File: src/rtl/bus_handoff_pkg.sv
package bus_handoff_pkg;

  typedef enum logic [2:0] {
    T_IDLE  = 3'd0,
    T_ONE   = 3'd1,
    T_TWO   = 3'd2,
    T_THREE = 3'd3,
    T_WAIT  = 3'd4,
    T_FOUR  = 3'd5
  } tstate_e;

  typedef enum logic [2:0] {
    ST_WATCH,
    ST_PEND,
    ST_GRANT,
    ST_HOLD,
    ST_DEAD
  } arb_state_e;

  // strobes from the control FSM to the datapath
  typedef struct packed {
    logic capture;     // latch winning pin and its cycle position
    logic armEarly;    // a cycle ended with the request still waiting
    logic startGrant;  // drive the grant pulse next clock
    logic enterHold;   // float the bus next clock
    logic leaveHold;   // reclaim the bus next clock
  } dp_ctrl_t;

endpackage

File: src/rtl/bus_handoff_dp.sv
module bus_handoff_dp
  import bus_handoff_pkg::*;
#(
  parameter int NUM_PORTS = 2,
  parameter int PORT_W    = 1
) (
  input  logic                 clk,
  input  logic                 rst,
  input  logic [NUM_PORTS-1:0] pinIn,
  input  logic [2:0]           tState,
  input  logic                 lockActive,
  input  logic                 oddLowByte,
  input  logic                 firstIntAck,
  input  dp_ctrl_t             ctrl,
  output logic                 reqSeen,
  output logic                 busIdle,
  output logic                 cycleEnd,
  output logic                 eligible,
  output logic                 releaseSeen,
  output logic [NUM_PORTS-1:0] pinDriveLow,
  output logic                 floatBus
);

  logic [NUM_PORTS-1:0] reqLow;
  logic [PORT_W-1:0]    winIdx;
  logic [PORT_W-1:0]    ownerIdx;
  logic [PORT_W-1:0]    tgtIdx;
  logic                 earlyQ;
  logic                 earlyNow;
  logic                 floatQ;
  logic                 qualOk;

  assign reqLow = ~pinIn;

  // lowest index wins
  always_comb begin
    winIdx  = '0;
    reqSeen = |reqLow;
    for (int i = NUM_PORTS - 1; i >= 0; i--) begin
      if (reqLow[i]) winIdx = PORT_W'(i);
    end
  end

  assign busIdle  = (tState == T_IDLE);
  assign cycleEnd = (tState == T_FOUR);
  assign earlyNow = (tState == T_IDLE) || (tState == T_ONE) || (tState == T_TWO);
  assign qualOk   = !lockActive && !oddLowByte && !firstIntAck;
  assign eligible = busIdle || (cycleEnd && earlyQ && qualOk);

  always_ff @(posedge clk) begin
    if (rst) begin
      ownerIdx <= '0;
      earlyQ   <= 1'b0;
    end else begin
      if (ctrl.capture) begin
        ownerIdx <= winIdx;
        earlyQ   <= earlyNow;
      end else if (ctrl.armEarly) begin
        earlyQ   <= 1'b1;
      end
    end
  end

  assign releaseSeen = reqLow[ownerIdx];
  assign tgtIdx      = ctrl.capture ? winIdx : ownerIdx;

  for (genvar g = 0; g < NUM_PORTS; g++) begin : g_drive
    logic driveQ;
    always_ff @(posedge clk) begin
      if (rst) driveQ <= 1'b0;
      else     driveQ <= ctrl.startGrant && (tgtIdx == PORT_W'(g));
    end
    assign pinDriveLow[g] = driveQ;
  end

  always_ff @(posedge clk) begin
    if (rst)                 floatQ <= 1'b0;
    else if (ctrl.enterHold) floatQ <= 1'b1;
    else if (ctrl.leaveHold) floatQ <= 1'b0;
  end

  assign floatBus = floatQ;

endmodule

File: src/rtl/bus_handoff_ctrl.sv
module bus_handoff_ctrl
  import bus_handoff_pkg::*;
(
  input  logic     clk,
  input  logic     rst,
  input  logic     reqSeen,
  input  logic     busIdle,
  input  logic     cycleEnd,
  input  logic     eligible,
  input  logic     releaseSeen,
  output dp_ctrl_t ctrl
);

  arb_state_e stateQ, stateNext;

  always_comb begin
    stateNext = stateQ;
    ctrl      = '0;
    unique case (stateQ)
      ST_WATCH: begin
        if (reqSeen) begin
          ctrl.capture = 1'b1;
          if (busIdle) begin
            ctrl.startGrant = 1'b1;
            stateNext       = ST_GRANT;
          end else begin
            stateNext = ST_PEND;
          end
        end
      end
      ST_PEND: begin
        if (eligible) begin
          ctrl.startGrant = 1'b1;
          stateNext       = ST_GRANT;
        end else if (cycleEnd) begin
          ctrl.armEarly = 1'b1;
        end
      end
      ST_GRANT: begin
        ctrl.enterHold = 1'b1;
        stateNext      = ST_HOLD;
      end
      ST_HOLD: begin
        if (releaseSeen) begin
          ctrl.leaveHold = 1'b1;
          stateNext      = ST_DEAD;
        end
      end
      ST_DEAD: stateNext = ST_WATCH;
      default: stateNext = ST_WATCH;
    endcase
  end

  always_ff @(posedge clk) begin
    if (rst) stateQ <= ST_WATCH;
    else     stateQ <= stateNext;
  end

endmodule

File: src/rtl/bus_handoff_arb.sv
module bus_handoff_arb
  import bus_handoff_pkg::*;
#(
  parameter int NUM_PORTS = 2
) (
  input  logic                 clk,
  input  logic                 rst,
  input  logic [NUM_PORTS-1:0] pinIn,
  input  logic [2:0]           tState,
  input  logic                 lockActive,
  input  logic                 oddLowByte,
  input  logic                 firstIntAck,
  output logic [NUM_PORTS-1:0] pinDriveLow,
  output logic                 floatBus
);

  localparam int PORT_W = (NUM_PORTS > 1) ? $clog2(NUM_PORTS) : 1;

  dp_ctrl_t ctrl;
  logic     reqSeen, busIdle, cycleEnd, eligible, releaseSeen;

  bus_handoff_ctrl u_ctrl (
    .clk         (clk),
    .rst         (rst),
    .reqSeen     (reqSeen),
    .busIdle     (busIdle),
    .cycleEnd    (cycleEnd),
    .eligible    (eligible),
    .releaseSeen (releaseSeen),
    .ctrl        (ctrl)
  );

  bus_handoff_dp #(
    .NUM_PORTS (NUM_PORTS),
    .PORT_W    (PORT_W)
  ) u_dp (
    .clk         (clk),
    .rst         (rst),
    .pinIn       (pinIn),
    .tState      (tState),
    .lockActive  (lockActive),
    .oddLowByte  (oddLowByte),
    .firstIntAck (firstIntAck),
    .ctrl        (ctrl),
    .reqSeen     (reqSeen),
    .busIdle     (busIdle),
    .cycleEnd    (cycleEnd),
    .eligible    (eligible),
    .releaseSeen (releaseSeen),
    .pinDriveLow (pinDriveLow),
    .floatBus    (floatBus)
  );

endmodule

File: config.mk
export PLATFORM = sky130hd
export DESIGN_NAME = bus_handoff_arb
export DESIGN_NICKNAME = d
export VERILOG_FILES = /design/src/rtl/bus_handoff_pkg.sv /design/src/rtl/bus_handoff_dp.sv /design/src/rtl/bus_handoff_ctrl.sv /design/src/rtl/bus_handoff_arb.sv
export SDC_FILE = /design/constraint.sdc
export NUM_CORES = 1
export LEC_CHECK = 0
export BUFFER_PORTS_ARGS = -buffer_cell sky130_fd_sc_hd__buf_2
export CAP_MARGIN = 25
export CORE_MARGIN = 3
export CORE_UTILIZATION = 30
export CTS_CLUSTER_SIZE = 12
export DETAILED_ROUTE_END_ITERATION = 6
export SLEW_MARGIN = 20
export SYNTH_ARGS = -nofsm -noshare
export SYNTH_HDL_FRONTEND = slang
export SYNTH_SLANG_ARGS = --single-unit
export TNS_END_PERCENT = 10
File: constraint.sdc
create_clock -name clk -period 1.6 [get_ports clk]
set_input_delay 0.32 -clock clk [delete_from_list [all_inputs] [get_ports clk]]
set_output_delay 0.32 -clock clk [all_outputs]
set_load 0.02 [all_outputs]
==> impl_metrics.csv <==
group,metric,value,unit
run_status,status,"finished, final reports clean",
sta,setup_viol,0,
global_routing,grt_max_degree,9,
run,max_cap_viol_count,0,
die,fp.dieH,45.1,um
die,core_area,1370,um2
worst_setup_path,crit_fanout,8,
die,io_pins,13,
worst_setup_path,cp-end-kind,"flip-flop",
die,num_rows,13,
finish,stdcell_count,79,
placed_design,gp_congestion,0.718,
power_and_ir_drop,p_per_area,1140,nW/um2
finish,final_util,38.8,%
drt,drcViolationCount,0,
sta,clock.fmax,681,MHz
sta,fin_skew,0.00220,ns
worst_setup_path,worstSetupPathType,"reg2reg",
clock_tree,clock-sinks,8,
global_routing,gr-total-overflow,0,
sta,period_share,91.7,%
clock_tree,cts-root-buf,"clkbuf_4",
synth,syn-cell-area,459,um2
drt,vias,420,
die,die_width,45.1,um
synth,synth_seq_cells,8,
synth,syn_area_per_cell,8.83,um2
global_routing,grt_pass1_wl,1.50,mm
synth,syn-instance-count,52,
power_and_ir_drop,internal_power,0.407,mW
clock_tree,insertion_delay,0.25,ns
placed_design,placed_cells,76,
drt,firstDrtPassIters,4,
clock_tree,tritoncts,"done",
sta,tns,0,ns
sta,finalHoldViolations,0,
clock_tree,cts_setup_buffers,0,
clock_tree,cts_hold_buf,0,
sta,layout_min_cycle_time,1.47,ns
synth,syn-num-nets,62,
finish,finalNetCount,76,
sta,worstMarginPinSlew,0.461,ns
drt,first_iter_violations,10,
power_and_ir_drop,peakVddDrop,0.331,mV
finish,layout_common_cells,"12 x buf_2, 8 x nor2_1, 8 x dfxtp_1",
power_and_ir_drop,pwr-share-clk,24.7,%
finish,final_common_cell,"buf_2",
sta,slew_headroom,68.4,%
synth,seq_area_frac_synth,34.9,%
power_and_ir_drop,p_leak,0.221,nW
finish,antennaDiodeCount,0,
power_and_ir_drop,power_frac_seq,42.5,%
global_routing,antenna_found_initial,0,
power_and_ir_drop,switching_power,0.196,mW
global_routing,grt_pass1_vias,392,
synth,synth_top_area_cell,"dfxtp_1",
sta,maxSlewViolCount,0,
synth,yosysWarnings,0,
power_and_ir_drop,p_comb_share,32.8,%
global_routing,grt.total_usage,10.2,%
sta,holdWs,0.322,ns
drt,vias_per_cell,5.32,
drt,wl_per_cell,10.6,um
synth,synth_area_leaders,"dfxtp_1 35%, nor2_1 6.5%, nor3_1 5.4%",
finish,drive_gt1_share,32.8,%
worst_setup_path,arrival,1.61,ns
synth,synth_top_area_share,34.9,%
die,start_util,33.6,%
drt,routed_wl,839,um
clock_tree,cts_buffers,3,
clock_tree,clockBufferDepth,2,
drt,ant_nets,0,
synth,synth.distinct_cells,25,
power_and_ir_drop,p_sw_share,32.5,%
clock_tree,clk_pin_slew,0.05,ns
placed_design,dp_hpwl,694,um
clock_tree,cts_resized,0,
worst_setup_path,worstPathRequired,1.75,ns
worst_setup_path,start_kind,"flip-flop",
sta,rsz0062_at_grt,"false",
placed_design,port_buffers,12,
worst_hold_path,hp-class,"in2reg",
die,die_area,2040,um2
clock_tree,cts_max_level,1,
finish,syn2layout_area_growth,15.5,%
-- power groups by stage --
stage / registers [mW] / clock network (mW) / logic, mW
floorplan: 0.255 / 0 / 0.184
global placement: 0.259 / 0 / 0.202
detailed placement: 0.261 / 0 / 0.201
CTS: 0.256 / 0.155 / 0.201
global route: 0.261 / 0.163 / 0.227
finish: 0.256 / 0.149 / 0.198
-- worst paths after layout --
path                                      start                             to  slack (ns)  cells after the start
hold reg to reg      u_dp.floatBus$_SDFFE_PP0P_     u_dp.floatBus$_SDFFE_PP0P_        0.48                      2
hold / removal                              rst       u_dp.ownerIdx$_SDFF_PP0_        0.32                      2
setup / recovery  u_ctrl.stateQ[2]$_SDFFE_PP0P_  u_ctrl.stateQ[1]$_SDFFE_PP0P_        0.13                      4
setup reg to reg  u_ctrl.stateQ[2]$_SDFFE_PP0P_  u_ctrl.stateQ[1]$_SDFFE_PP0P_        0.13                      4
-- per-layer routing --
metal	vias up	GRT usage, %	wire (um)
met5	-	0	0
met4	0	3.51	8
met3	2	4.78	64
met2	14	16.1	401
met1	193	12.0	365
li1	211	-	-
-- cell type report --
cell class / count / area (um2)
Clock buffer: 3 / 22.5
Fill cell: 146 / 836
Multi-Input combinational cell: 40 / 262
Sequential cell: 8 / 160
Tap cell: 15 / 18.8
Timing Repair Buffer: 13 / 67.6
-- state kept, by name, summed over array words and instances, names as in the netlist --
| signal | flops |
|---|---|
| u_ctrl.stateQ | 3 |
| u_dp.earlyQ | 1 |
| u_dp.floatBus | 1 |
| u_dp.g_drive.driveQ | 2 |
| u_dp.ownerIdx | 1 |
-- Yosys cell counts (all sizes together) --
master	count
or3b	1
dfxtp	8
and3b	1
nand3b	2
a211oi	1
nand2	4
nor4	1
a31o	1
o21bai	1
o22ai	2
o21ai	1
nor4b	1
and2	1
or3	1
mux2i	2
buf	4
nor2	8
nor3	6
nor3b	2
nor2b	1
a21oi	3
-- metrics by stage --
step	total power [mW]	area [um2]	worst slack (ns)
after floorplan	0.440	459	0.217
after CTS	0.612	531	0.118
after detailed placement	0.461	508	0.132
final	0.603	531	0.132
after global placement	0.461	508	0.134
after global routing	0.651	531	0.0475
-- critical path, stage by stage (launching register included) --
cell	delay, ns
dfxtp_1	0.36
or3_1	0.52
o22ai_4	0.23
nor3_2	0.08
a31o_1	0.18
-- kinds of logic (layout without fill, tap and decap cells) --
kind of cell    after synthesis  after routing  share of synthesized area [%]
simple gates                 29             29                           35.4
mux                           2              2                           4.36
compound gates                9              9                           17.2
flops                         8              8                           34.9
buf+inv                       4             16                           8.17
Power figures use the tool's default switching activity.
